$ cat src/rtl/tr_stage_pkg.sv
package tr_stage_pkg;
  parameter int TR_ADDR_W = 32;
  parameter int TR_CNT_W  = 16;
  parameter int TR_TAG_W  = 4;

  // Full request as held in the program set
  typedef struct packed {
    logic [TR_ADDR_W-1:0] src_addr;
    logic [TR_ADDR_W-1:0] dst_addr;
    logic [TR_CNT_W-1:0]  byte_cnt;
    logic [TR_TAG_W-1:0]  tag;
  } tr_desc_t;

  // One-sided context: address, count, tag
  typedef struct packed {
    logic [TR_ADDR_W-1:0] addr;
    logic [TR_CNT_W-1:0]  byte_cnt;
    logic [TR_TAG_W-1:0]  tag;
  } tr_ctx_t;
endpackage

$ cat src/rtl/tr_prog_set.sv
module tr_prog_set
  import tr_stage_pkg::*;
(
  input  logic     clk,
  input  logic     rst_n,
  input  logic     wr_valid,
  input  tr_desc_t wr_desc,
  input  logic     take,
  output logic     owned,
  output tr_desc_t desc
);
  logic     owned_q, owned_d;
  logic     load_en;
  tr_desc_t desc_q;

  assign load_en = wr_valid && !owned_q;

  always_comb begin
    owned_d = owned_q;
    if (take)    owned_d = 1'b0;
    if (load_en) owned_d = 1'b1;
  end

  always_ff @(posedge clk or negedge rst_n) begin
    if (!rst_n) owned_q <= 1'b0;
    else        owned_q <= owned_d;
  end

  always_ff @(posedge clk) begin
    if (load_en) desc_q <= wr_desc;
  end

  assign owned = owned_q;
  assign desc  = desc_q;
endmodule

$ cat src/rtl/tr_src_ctx.sv
module tr_src_ctx
  import tr_stage_pkg::*;
(
  input  logic    clk,
  input  logic    rst_n,
  input  logic    load,
  input  tr_ctx_t load_ctx,
  input  logic    done,
  output logic    valid,
  output tr_ctx_t ctx
);
  logic    valid_q, valid_d;
  tr_ctx_t ctx_q;

  always_comb begin
    valid_d = valid_q;
    if (done) valid_d = 1'b0;
    if (load) valid_d = 1'b1;
  end

  always_ff @(posedge clk or negedge rst_n) begin
    if (!rst_n) valid_q <= 1'b0;
    else        valid_q <= valid_d;
  end

  always_ff @(posedge clk) begin
    if (load) ctx_q <= load_ctx;
  end

  assign valid = valid_q;
  assign ctx   = ctx_q;
endmodule

$ cat src/rtl/tr_dst_fifo.sv
module tr_dst_fifo
  import tr_stage_pkg::*;
#(
  parameter int DEPTH = 4
) (
  input  logic                       clk,
  input  logic                       rst_n,
  input  logic                       push,
  input  tr_ctx_t                    push_ctx,
  input  logic                       pop,
  output logic                       head_valid,
  output tr_ctx_t                    head,
  output logic [$clog2(DEPTH):0]     fill
);
  localparam int PTR_W = $clog2(DEPTH);
  localparam int CNT_W = PTR_W + 1;

  logic [PTR_W-1:0] wp_q, wp_d, rp_q, rp_d;
  logic [CNT_W-1:0] n_q, n_d;
  tr_ctx_t          mem_q [DEPTH];

  always_comb begin
    wp_d = push ? wp_q + PTR_W'(1) : wp_q;
    rp_d = pop  ? rp_q + PTR_W'(1) : rp_q;
    n_d  = n_q + CNT_W'(push) - CNT_W'(pop);
  end

  always_ff @(posedge clk or negedge rst_n) begin
    if (!rst_n) begin
      wp_q <= '0;
      rp_q <= '0;
      n_q  <= '0;
    end else begin
      wp_q <= wp_d;
      rp_q <= rp_d;
      n_q  <= n_d;
    end
  end

  for (genvar i = 0; i < DEPTH; i++) begin : g_entry
    logic wr_en;
    assign wr_en = push && (wp_q == PTR_W'(i));
    always_ff @(posedge clk) begin
      if (wr_en) mem_q[i] <= push_ctx;
    end
  end

  assign head_valid = (n_q != '0);
  assign head       = mem_q[rp_q];
  assign fill       = n_q;
endmodule

$ cat src/rtl/tr_stage_queue.sv
module tr_stage_queue
  import tr_stage_pkg::*;
#(
  parameter int DFIFO_DEPTH = 4
) (
  input  logic                 clk,
  input  logic                 rst_n,
  input  logic                 req_valid,
  output logic                 req_ready,
  input  logic [TR_ADDR_W-1:0] req_src_addr,
  input  logic [TR_ADDR_W-1:0] req_dst_addr,
  input  logic [TR_CNT_W-1:0]  req_byte_cnt,
  input  logic [TR_TAG_W-1:0]  req_tag,
  output logic                 prog_owned,
  output logic                 rd_valid,
  output logic [TR_ADDR_W-1:0] rd_src_addr,
  output logic [TR_CNT_W-1:0]  rd_byte_cnt,
  output logic [TR_TAG_W-1:0]  rd_tag,
  input  logic                 rd_done,
  output logic                 wr_valid,
  output logic [TR_ADDR_W-1:0] wr_dst_addr,
  output logic [TR_CNT_W-1:0]  wr_byte_cnt,
  output logic [TR_TAG_W-1:0]  wr_tag,
  input  logic                 wr_last_beat,
  output logic                 cmpl_valid,
  output logic [TR_TAG_W-1:0]  cmpl_tag
);
  localparam int FILL_W = $clog2(DFIFO_DEPTH) + 1;

  tr_desc_t            in_desc, prog_desc;
  tr_ctx_t             src_load, dst_load, src_ctx, dst_head;
  logic                owned, promote, src_free, src_fin, dst_pop, dfifo_full;
  logic                src_valid, dst_valid;
  logic [FILL_W-1:0]   dfifo_fill;
  logic                cmpl_valid_q, cmpl_valid_d;
  logic [TR_TAG_W-1:0] cmpl_tag_q, cmpl_tag_d;

  assign in_desc = '{src_addr: req_src_addr, dst_addr: req_dst_addr,
                     byte_cnt: req_byte_cnt, tag: req_tag};

  // Promotion: program set full, read side free (or freeing now), FIFO has room
  assign src_fin    = rd_done && src_valid;
  assign src_free   = !src_valid || src_fin;
  assign dfifo_full = (dfifo_fill == FILL_W'(DFIFO_DEPTH));
  assign promote    = owned && src_free && !dfifo_full;
  assign dst_pop    = wr_last_beat && dst_valid;

  assign src_load = '{addr: prog_desc.src_addr, byte_cnt: prog_desc.byte_cnt, tag: prog_desc.tag};
  assign dst_load = '{addr: prog_desc.dst_addr, byte_cnt: prog_desc.byte_cnt, tag: prog_desc.tag};

  tr_prog_set u_prog (
    .clk      (clk),
    .rst_n    (rst_n),
    .wr_valid (req_valid),
    .wr_desc  (in_desc),
    .take     (promote),
    .owned    (owned),
    .desc     (prog_desc)
  );

  tr_src_ctx u_src (
    .clk      (clk),
    .rst_n    (rst_n),
    .load     (promote),
    .load_ctx (src_load),
    .done     (src_fin),
    .valid    (src_valid),
    .ctx      (src_ctx)
  );

  tr_dst_fifo #(.DEPTH(DFIFO_DEPTH)) u_dfifo (
    .clk        (clk),
    .rst_n      (rst_n),
    .push       (promote),
    .push_ctx   (dst_load),
    .pop        (dst_pop),
    .head_valid (dst_valid),
    .head       (dst_head),
    .fill       (dfifo_fill)
  );

  // Completion stage: one cycle after the final beat of the head
  always_comb begin
    cmpl_valid_d = dst_pop;
    cmpl_tag_d   = dst_pop ? dst_head.tag : cmpl_tag_q;
  end

  always_ff @(posedge clk or negedge rst_n) begin
    if (!rst_n) begin
      cmpl_valid_q <= 1'b0;
      cmpl_tag_q   <= '0;
    end else begin
      cmpl_valid_q <= cmpl_valid_d;
      cmpl_tag_q   <= cmpl_tag_d;
    end
  end

  assign req_ready   = !owned;
  assign prog_owned  = owned;
  assign rd_valid    = src_valid;
  assign rd_src_addr = src_ctx.addr;
  assign rd_byte_cnt = src_ctx.byte_cnt;
  assign rd_tag      = src_ctx.tag;
  assign wr_valid    = dst_valid;
  assign wr_dst_addr = dst_head.addr;
  assign wr_byte_cnt = dst_head.byte_cnt;
  assign wr_tag      = dst_head.tag;
  assign cmpl_valid  = cmpl_valid_q;
  assign cmpl_tag    = cmpl_tag_q;
endmodule

$ cat config.mk
export PLATFORM = sky130hd
export DESIGN_NAME = tr_stage_queue
export DESIGN_NICKNAME = d
export VERILOG_FILES = /design/src/rtl/tr_stage_pkg.sv /design/src/rtl/tr_prog_set.sv /design/src/rtl/tr_src_ctx.sv /design/src/rtl/tr_dst_fifo.sv /design/src/rtl/tr_stage_queue.sv
export SDC_FILE = /design/constraint.sdc
export NUM_CORES = 1
export LEC_CHECK = 0
export ABC_AREA = 0
export BUFFER_PORTS_ARGS = -buffer_cell sky130_fd_sc_hd__buf_2
export CAP_MARGIN = 20
export CORE_MARGIN = 3
export CORE_UTILIZATION = 40
export CTS_CLUSTER_SIZE = 20
export DETAILED_ROUTE_END_ITERATION = 16
export GPL_ROUTABILITY_DRIVEN = 0
export PLACE_DENSITY = 0.7
export SLEW_MARGIN = 40
export SYNTH_ARGS = -nofsm -noshare
export SYNTH_HDL_FRONTEND = slang
export SYNTH_SLANG_ARGS = --single-unit
$ cat constraint.sdc
create_clock -name clk -period 5.95 [get_ports clk]
set_clock_uncertainty 0.1 [all_clocks]
set_input_delay 1.19 -clock clk [delete_from_list [all_inputs] [get_ports clk]]
set_output_delay 1.19 -clock clk [all_outputs]
set_load 0.02 [all_outputs]
==> results of run 1 <==
[placed cells by master (no fill, tap or decap), types with 2 or more instances in the layout]
cell	count
diode_2	2
inv_1	7
bufinv_16	2
ha_1	6
clkinv_1	4
mux2_2	4
xnor2_1	4
clkbuf_1	11
dfrtp_1	12
clkinv_2	6
nand2_1	3
buf_4	5
buf_12	5
clkbuf_16	39
nor2_1	2
buf_2	201
edfxtp_1	344
and2_4	4
mux4_2	52
clkinv_8	3
clkinvlp_4	2
[power groups by stage]
stage / logic (mW) / clock network (mW) / registers, mW
floorplan: 1.28 / 0 / 3.93
global placement: 2.07 / 0 / 3.88
detailed placement: 2.11 / 0 / 3.90
CTS: 2.12 / 2.31 / 3.86
global route: 2.30 / 2.41 / 3.86
finish: 2.13 / 2.24 / 3.79
[cell families (layout without fill, tap and decap cells)]
group,count (synthesis),after routing,synth area share [%]
other,0,2,0
and+or+nand+nor,14,14,0.6848
muxes,57,57,10.06
AOI/OAI and AO/OA,1,1,0.08175
xor gates and xnor gates,5,5,0.3576
adders and majority gates,7,7,0.7766
DFF,358,358,87.23
buffers and inverters,21,287,0.8175
[flip-flops by register name (all words and copies together), names as in the netlist]
signal and count:
u_src.valid 1, cmpl_tag 4, u_dfifo.mem_q 208, u_dfifo.fill 3, cmpl_valid 1, u_prog.owned 1, u_src.ctx 52, u_prog.desc 84
u_dfifo.wp_q 2, u_dfifo.rp_q 2
[through the flow]
| stage | cells | setup WS (ns) |
|---|---|---|
| global route | 1120 | 2.056 |
| finish | 1121 | 2.216 |
| global placement | 1045 | 2.419 |
| floorplan | 463 | 0.4560 |
| detailed placement | 1048 | 2.409 |
| CTS | 1117 | 1.856 |
[worst paths after layout]
kind                            startpoint               to  slack, ns
setup / recovery           u_dfifo.rp_q[1]   wr_dst_addr[9]       2.22
setup reg to reg           u_dfifo.fill[1]  u_dfifo.fill[2]       3.65
max in group asynchronous            rst_n  u_dfifo.rp_q[0]       4.97
hold / removal             u_prog.desc[60]    u_src.ctx[28]       0.31
hold reg to reg            u_prog.desc[60]    u_src.ctx[28]       0.31
min in group asynchronous            rst_n      cmpl_tag[2]       0.49
[per-layer routing]
metal	share of wire (%)	up-vias
li1	-	2402
met1	41	2741
met2	47	199
met3	9.5	48
met4	2.5	4
met5	0.15	-
[critical path, stage by stage (launching register included)]
cell	delay, ns
dfrtp_2	0.83
buf_4	0.51
mux4_2	0.40
buf_2	0.18
[layout make-up]
cell class | count | area [sq um]
well taps | 390 | 488.0
diodes | 2 | 5.005
repair buffers | 211 | 1144
multi-input cells | 84 | 1478
inverters | 7 | 26.28
clock buffers | 51 | 1031
fillers | 2372 | 14840
flip-flops and latches | 358 | 10690
clock inverters | 18 | 177.7
==> results.py, run 1 <==
metrics = {
    "final_layout": {
        "nets": 796,
        "syn_to_final_growth_pct": 22.79,
        "design_area_sq_um": 15030,
        "fin_util_pct": 50.32,
        "drive_gt1_share_pct": 45.54,
    },
    "clock_network": {
        "clock_path_buffers": 3,
        "clockRootBuffer": "clkbuf_16",
        "clkTransAtPathRegs_ns": 0.06,
        "cts_sinks": 358,
        "cts_resized": 0,
        "clk_latency_ns": 0.52,
        "cts_buffers": 38,
        "cts_tree": "yes",
        "cts_hold_buf": 0,
        "cts_setup_buffers": 0,
        "h-tree-depth": 2,
    },
    "synth": {
        "syn_inst": 463,
        "netlist_area_sq_um": 12240,
        "synth_edf_count": 344,
        "ys_async_sr_fraction_pct": 3.911,
        "ys_top_cells_by_area": "edfxtp_1, mux4_2, dfrtp_1",
        "yosys_most_used_dff": "edfxtp_1",
        "yosysWarnings": 0,
        "ys_ff_latch": 358,
        "synth_area_per_cell_sq_um": 26.45,
        "synth.distinct_cells": 23,
        "yosys.area.top_type": "edfxtp_1",
        "yosysMostFrequentCell": "edfxtp_1",
        "ys_top_cells_by_count": "edfxtp_1, mux4_2, dfrtp_1, buf_2, inv_1",
        "synthesis.nets": 559,
        "yosysSeqAreaShare_pct": 87.23,
        "yosysTopAreaCellShare_pct": 84.37,
    },
    "hold_path": {
        "min_path_type": "register to register",
        "min_path_cells": 0,
    },
    "global_routing": {
        "met3_usage_pct": 5.416,
        "grt.met2_usage_pct": 21.51,
        "antenna_found_initial": 4,
        "grt_usage_pct": 13.40,
        "grt_max_degree": 55,
        "grt_pass1_vias": 5890,
        "grt_pass1_wl_mm": 34.01,
        "gr-usage-met1_pct": 16.91,
        "grt_busiest_layer": "met2",
        "grt-ovfl-total": 0,
    },
    "drt": {
        "dr.pass1.iters": 4,
        "vias": 5394,
        "ant_nets": 0,
        "routed_wirelength_mm": 21.85,
        "wl_per_cell_um": 19.49,
        "drcViolationCount": 0,
        "vias_per_cell": 4.812,
        "drtIter0Drc": 259,
    },
    "die": {
        "coreArea_sq_um": 29870,
        "fp.dieArea_sq_um": 32750,
        "placementRows": 63,
        "die_h_um": 181.0,
        "die_w_um": 181.0,
        "ioPinCount": 202,
        "initial_core_util_pct": 40.99,
    },
    "setup_path": {
        "crit_type": "register to primary output",
        "endpoint_kind": "primary output",
        "cp_max_fo": 28,
        "worst_setup_path_start_kind": "register",
        "worst_ep_arrival_time_ns": 2.44,
        "r2r_cells": 8,
        "crit_required_ns": 4.66,
    },
    "timing": {
        "hold_viol": 0,
        "rsz0062_at_grt": "false",
        "holdWs_ns": 0.3138,
        "period_share_pct": 62.75,
        "worst_pin_slew_ns": 0.7587,
        "finalSetupTns_ns": 0,
        "slew_headroom_pct": 49.42,
        "slew_viol_final": 0,
        "min_period_ns": 3.734,
        "timing.fmax_ghz": 0.2678,
        "setup_violations": 0,
    },
    "power": {
        "powerDensity_nw_per_um2": 542.7,
        "p_sw_mw": 2.501,
        "pwr-share-clk_pct": 27.4,
        "ir_worst_vdd_v": 0.0003073,
        "seqPwrFrac_pct": 46.5,
        "p_int_mw": 5.658,
        "comb_power_share_pct": 26.1,
        "power_switching_share_pct": 30.65,
        "total_power_mw": 8.159,
        "total_leakage_power_nw": 5.283,
    },
    "placed_design": {
        "dpl.hpwl_mm": 13.43,
        "place_area_sq_um": 13780,
        "numPortBuffers": 201,
    },
    "run_status": {
        "status": "finished, final reports clean",
    },
    "flow_run": {
        "maxCapViolCount": 0,
    },
}
Note: power is estimated with default switching activity, not from simulation.
==> run 2: changes to the inputs <==
--- a/config.mk
+++ b/config.mk
@@ -5,7 +5,7 @@
 export SDC_FILE = /design/constraint.sdc
 export NUM_CORES = 1
 export LEC_CHECK = 0
-export ABC_AREA = 0
+export ABC_AREA = 1
 export BUFFER_PORTS_ARGS = -buffer_cell sky130_fd_sc_hd__buf_2
 export CAP_MARGIN = 20
 export CORE_MARGIN = 3
@@ -13,7 +13,7 @@
 export CTS_CLUSTER_SIZE = 20
 export DETAILED_ROUTE_END_ITERATION = 16
 export GPL_ROUTABILITY_DRIVEN = 0
-export PLACE_DENSITY = 0.7
+export PLACE_DENSITY = 0.72
 export SLEW_MARGIN = 40
 export SYNTH_ARGS = -nofsm -noshare
 export SYNTH_HDL_FRONTEND = slang
==> constraint.sdc (replaced) <==
create_clock -name clk -period 3.2 [get_ports clk]
set_clock_uncertainty 0.1 [all_clocks]
set_input_delay 0.64 -clock clk [delete_from_list [all_inputs] [get_ports clk]]
set_output_delay 0.64 -clock clk [all_outputs]
set_load 0.02 [all_outputs]
==> results.py, run 2 <==
metrics = {
    "run_status": {
        "status": "finished, final reports clean",
    },
    "final_layout": {
        "drive_gt1_share_pct": 34.50,
        "most-common-layout-cells": "edfxtp_1, buf_2, o21ai_0, nor2_1, clkbuf_16",
        "top_register": "u_dfifo.mem_q",
        "syn_to_final_growth_pct": 20.21,
        "nets": 1044,
        "final_common_cell": "edfxtp_1",
        "largest_reg_flops": 208,
    },
    "synth": {
        "synth_mux_area_share_pct": 0,
        "ys_async_sr_fraction_pct": 3.911,
        "ys_ff_latch": 358,
        "synth_compound_area_share_pct": 7.600,
        "ys_top_cells_by_area": "edfxtp_1, o21ai_0, o22ai_2",
        "synth_fa_ha_area_share_pct": 0.7405,
        "yosysWarnings": 0,
        "yosysSeqAreaShare_pct": 83.17,
        "synth_area_per_cell_sq_um": 17.74,
        "yosysMostFrequentCell": "edfxtp_1",
        "syn_inst": 724,
        "synth_edf_count": 344,
        "yosysTopAreaCellShare_pct": 80.44,
        "synthesis.nets": 820,
        "ys_top_cells_by_count": "edfxtp_1, o21ai_0, nor2_1, nand2_1",
        "netlist_area_sq_um": 12840,
        "synth.distinct_cells": 30,
        "synthXorXnorAreaFrac_pct": 0.2728,
        "yosys.area_share.simple_pct": 5.456,
        "synth_top_family_by_area": "compound AO/OA/AOI/OAI gates",
        "yosys_most_used_dff": "edfxtp_1",
        "yosys.area.top_type": "edfxtp_1",
    },
    "clock_network": {
        "cts_setup_buffers": 0,
        "cts_sinks": 358,
        "cts_resized": 0,
        "clockRootBuffer": "clkbuf_16",
        "h-tree-depth": 2,
        "clk_latency_ns": 0.52,
        "clock_path_buffers": 3,
        "cts_buffers": 37,
        "clkTransAtPathRegs_ns": 0.06,
        "cts_tree": "yes",
    },
    "power": {
        "total_power_mw": 16.18,
        "total_leakage_power_nw": 5.533,
        "powerDensity_nw_per_um2": 1048,
        "ir_worst_vdd_v": 0.0006171,
    },
    "setup_path": {
        "crit_chain": "inv_8 > buf_4 > o21ai_0 > o22ai_1 > buf_2",
        "cp_slowest_stage_delay_ns": 0.51,
        "worst_ep_arrival_time_ns": 2.20,
        "endpoint_kind": "primary output",
        "crit_type": "register to primary output",
        "crit_required_ns": 2.46,
        "worst_setup_path_start_kind": "register",
        "crit_slowest_cell": "dfrtp_4",
        "cp_max_fo": 60,
    },
    "global_routing": {
        "grt_busiest_layer": "met2",
        "grt_pass1_wl_mm": 39.45,
        "grt_pass1_vias": 6988,
        "met3_usage_pct": 3.378,
        "antenna_found_initial": 3,
        "grt-ovfl-total": 0,
        "grt_usage_pct": 15.04,
        "grt.met2_usage_pct": 26.06,
        "grt_max_degree": 106,
        "gr-usage-met1_pct": 18.87,
    },
    "drt": {
        "dr.pass1.iters": 5,
        "drtIter0Drc": 394,
        "wl_per_cell_um": 18.94,
        "routed_wirelength_mm": 25.96,
        "drcViolationCount": 0,
        "vias": 6810,
        "vias_per_cell": 4.967,
        "ant_nets": 0,
    },
    "timing": {
        "min_period_ns": 2.943,
        "worst_pin_slew_ns": 0.6741,
        "timing.fmax_ghz": 0.3397,
        "slew_viol_final": 0,
        "holdWs_ns": 0.1912,
        "rsz0062_at_grt": "false",
        "hold_viol": 0,
        "setup_violations": 0,
        "slew_headroom_pct": 55.06,
        "period_share_pct": 91.98,
    },
    "placed_design": {
        "numPortBuffers": 201,
        "dpl.hpwl_mm": 15.22,
    },
    "flow_run": {
        "maxCapViolCount": 0,
    },
    "die": {
        "die_w_um": 185.2,
        "initial_core_util_pct": 41.22,
        "ioPinCount": 202,
        "placementRows": 64,
        "fp.dieArea_sq_um": 34290,
        "die_h_um": 185.2,
        "coreArea_sq_um": 31150,
    },
    "hold_path": {
        "min_path_type": "input port to register",
    },
}
run 2: cell count changes after synthesis, moves of 5 or more:
cell	before	now
o22ai_1	0	19
nand3_1	0	12
o22ai_2	0	29
nand2_1	3	33
clkbuf_2	0	5
nor2_2	0	29
inv_1	7	16
nor2_1	2	75
mux4_2	52	0
o21ai_0	0	94
run 2: stage by stage:
stage / instances / setup TNS (ns) / worst slack, ns / cell area (sq um) / utilization (%)
2_1_floorplan: 724 / -118.31 / -0.5005 / 12840 / -
3_3_place_gp: 1304 / 0 / 0.8210 / 14270 / 45.82
3_5_place_dp: 1304 / 0 / 0.7992 / 14270 / 45.82
4_1_cts: 1370 / 0 / 0.2303 / 15430 / 49.55
5_1_grt: 1371 / 0 / 0.1265 / 15440 / 49.55
6_report: 1371 / 0 / 0.2566 / 15440 / 49.55
run 2: final cells by class:
class | count | area, sq um
inverter | 18 | 77.57
multi-input combinational | 314 | 1844
timing repair buffer | 219 | 1181
antenna | 1 | 2.502
tap | 396 | 495.5
clock buffer | 42 | 944.7
sequential | 358 | 10690
clock inverter | 23 | 205.2
fill | 2556 | 15710
run 2: critical path, delay by kind of cell, from the launching register on:
family,cells,cell delay [ns]
AO/OA/AOI/OAI,2,0.35
flip-flops,1,0.51
buffers and inverters,3,0.81
run 2: what timing repair did:
action / CTS / global route
hold endpoints to repair: 14 / 0
endpoints found under the setup margin: 0 / 0
hold buffers: 1 / 0
run 2: final timing paths:
check	from	to	depth (start not counted)	slack, ns
worst min-delay path	req_byte_cnt[13]	u_prog.desc[17]	1	0.19
worst max-delay path	u_dfifo.rp_q[0]	wr_byte_cnt[15]	5	0.26
worst min register to register	u_prog.desc[83]	u_src.ctx[51]	0	0.32
min in group asynchronous	rst_n	u_dfifo.rp_q[0]	2	0.46
worst max register to register	u_dfifo.fill[1]	u_dfifo.fill[1]	9	1.03
max in group asynchronous	rst_n	u_dfifo.rp_q[0]	2	2.25
run 2: cells by family (layout without fill, tap and decap cells):
logic type	count (synthesis)	after routing
other cells	0	1
flops	358	358
buf+inv	52	302
simple gates	157	157
compound gates	146	146
xor+xnor	4	4
fa+ha+maj	7	7
run 2: report_power, final:
part           switching (mW)  internal, mW
clock                    1.70          2.37
combinational            3.62          1.45
sequential              0.409          6.62
total                    5.74          10.4
run 2: layer usage:
layer  wire length (um)  vias up
met1              10610     3375
met4                641        4
met2              13170      211
met3               1511       53
met5                 27        -
li1                   -     3167
==> run 3: changes to the inputs <==
--- a/config.mk
+++ b/config.mk
@@ -6,7 +6,7 @@
 export NUM_CORES = 1
 export LEC_CHECK = 0
 export ABC_AREA = 1
-export BUFFER_PORTS_ARGS = -buffer_cell sky130_fd_sc_hd__buf_2
+export BUFFER_PORTS_ARGS = -buffer_cell sky130_fd_sc_hd__buf_4
 export CAP_MARGIN = 20
 export CORE_MARGIN = 3
 export CORE_UTILIZATION = 40
==> results.py, run 3 (same netlist as run 2, synthesis figures left out) <==
metrics = {
    "placed_design": {
        "dp.cells": 1305,
        "numPortBuffers": 201,
        "dpl.hpwl_mm": 16.02,
        "place_area_sq_um": 14770,
        "place_ws_ns": 0.7978,
    },
    "final_layout": {
        "drive_gt1_share_pct": 35.07,
        "nets": 1047,
        "largest_reg_flops": 208,
        "register_area_sq_um": 10690,
        "most-common-layout-cells": "edfxtp_1, buf_4, o21ai_0, nor2_1, clkbuf_16",
        "top_register": "u_dfifo.mem_q",
        "syn_to_final_growth_pct": 24.83,
        "final_common_cell": "edfxtp_1",
        "final_cells": 1377,
        "diodes": 0,
        "design_area_sq_um": 16030,
        "fin_util_pct": 51.46,
        "multi_input_area_sq_um": 1844,
        "n_fill_cell": 2489,
    },
    "clock_network": {
        "clkTransAtPathRegs_ns": 0.06,
        "clock_path_buffers": 3,
        "clk_latency_ns": 0.51,
        "cts_tree": "yes",
        "cts_sinks": 358,
        "h-tree-depth": 2,
        "cts_setup_buffers": 0,
        "clockRootBuffer": "clkbuf_16",
        "cts_buffers": 39,
    },
    "drt": {
        "vias": 6843,
        "vias_per_cell": 4.969,
        "ant_nets": 0,
        "drcViolationCount": 0,
        "drtIter0Drc": 380,
        "wl_per_cell_um": 19.34,
        "dr.pass1.iters": 5,
        "routed_wirelength_mm": 26.63,
    },
    "timing": {
        "period_share_pct": 92.29,
        "hold_viol": 0,
        "worst_pin_slew_ns": 0.6693,
        "min_period_ns": 2.953,
        "timing.fmax_ghz": 0.3386,
        "slew_headroom_pct": 55.38,
        "finalSetupTns_ns": 0,
        "setup_violations": 0,
        "slew_viol_final": 0,
        "holdWs_ns": 0.1924,
        "rsz0062_at_grt": "false",
        "final.setup.worst_slack_ns": 0.2468,
    },
    "global_routing": {
        "grt_pass1_wl_mm": 40.48,
        "grt_max_degree": 106,
        "antenna_found_initial": 0,
        "grt_pass1_vias": 7100,
        "grt_usage_pct": 15.45,
        "grt-ovfl-total": 0,
    },
    "setup_path": {
        "critPathTopFamily": "buffers and inverters",
        "crit_required_ns": 2.46,
        "r2r_end": "u_dfifo.fill[2]",
        "path_depth": 5,
        "r2r_cells": 9,
        "crit_type": "register to primary output",
        "reg2reg_from": "u_dfifo.fill[1]",
        "cp_max_fo": 74,
        "endpoint_kind": "primary output",
        "cp_slowest_stage_delay_ns": 0.51,
        "worst_setup_path_start_kind": "register",
        "critPathCapture": "wr_dst_addr[11]",
        "crit_chain": "inv_8 > buf_4 > o21ai_0 > o22ai_2 > buf_4",
        "worst_ep_arrival_time_ns": 2.21,
        "crit_path_start": "u_dfifo.rp_q[0]",
        "worst-path-buf-inv": 3,
        "crit_slowest_cell": "dfrtp_4",
        "critPathMostFrequentCell": "buf_4",
        "reg2reg_setup_slack_ns": 1.09,
    },
    "die": {
        "ioPinCount": 202,
        "die_h_um": 185.2,
        "coreArea_sq_um": 31150,
        "placementRows": 64,
        "fp.dieArea_sq_um": 34290,
        "initial_core_util_pct": 41.22,
        "die_w_um": 185.2,
    },
    "run_status": {
        "status": "finished, final reports clean",
    },
    "power": {
        "total_leakage_power_nw": 5.762,
        "ir_worst_vdd_v": 0.0005636,
        "total_power_mw": 16.94,
        "powerDensity_nw_per_um2": 1057,
    },
    "flow_run": {
        "maxCapViolCount": 0,
    },
    "hold_path": {
        "min_path_type": "input port to register",
    },
}
[run 3: power breakdown]
group | internal [mW] | total [mW] | switching [mW] | leakage, nW
Sequential | 6.62 | 7.06 | 0.437 | 3.34
Combinational | 1.91 | 5.58 | 3.67 | 1.81
Clock | 2.58 | 4.30 | 1.72 | 0.605
[run 3: layout make-up]
| cell class | instances | share of cell area (%) |
|---|---|---|
| flip-flops and latches | 358 | 66.66 |
| inverters | 18 | 0.4840 |
| clock buffers | 53 | 6.612 |
| repair buffers | 220 | 10.48 |
| multi-input cells | 314 | 11.51 |
| well taps | 396 | 3.091 |
| clock inverters | 18 | 1.171 |
[run 3: worst min path at each step]
| stage | end | cells past startpoint | startpoint |
|---|---|---|---|
| 3_5_place_dp | u_src.ctx[44] | 0 | u_prog.desc[76] |
| 3_3_place_gp | u_src.ctx[39] | 0 | u_prog.desc[71] |
| 6_report | u_prog.desc[9] | 1 | req_byte_cnt[5] |
| 5_1_grt | u_prog.desc[9] | 1 | req_byte_cnt[5] |
| 2_1_floorplan | cmpl_tag[0] | 0 | rst_n |
| 4_1_cts | u_prog.desc[11] | 1 | req_byte_cnt[7] |
[run 3: what timing repair did]
| item | CTS | global route |
|---|---|---|
| hold endpoints to repair | 14 | 0 |
| gates resized for setup | 0 | 0 |
| hold buffers | 1 | 0 |
[run 3: layer usage]
layer	global-route usage (%)	up-vias	wire, um	part of all wire (%)
li1	-	3178	-	-
met1	19.85	3400	10950	41
met2	26.55	226	13430	50
met3	3.731	39	1783	6.7
met4	4.022	0	469	1.8
met5	0	-	0	0
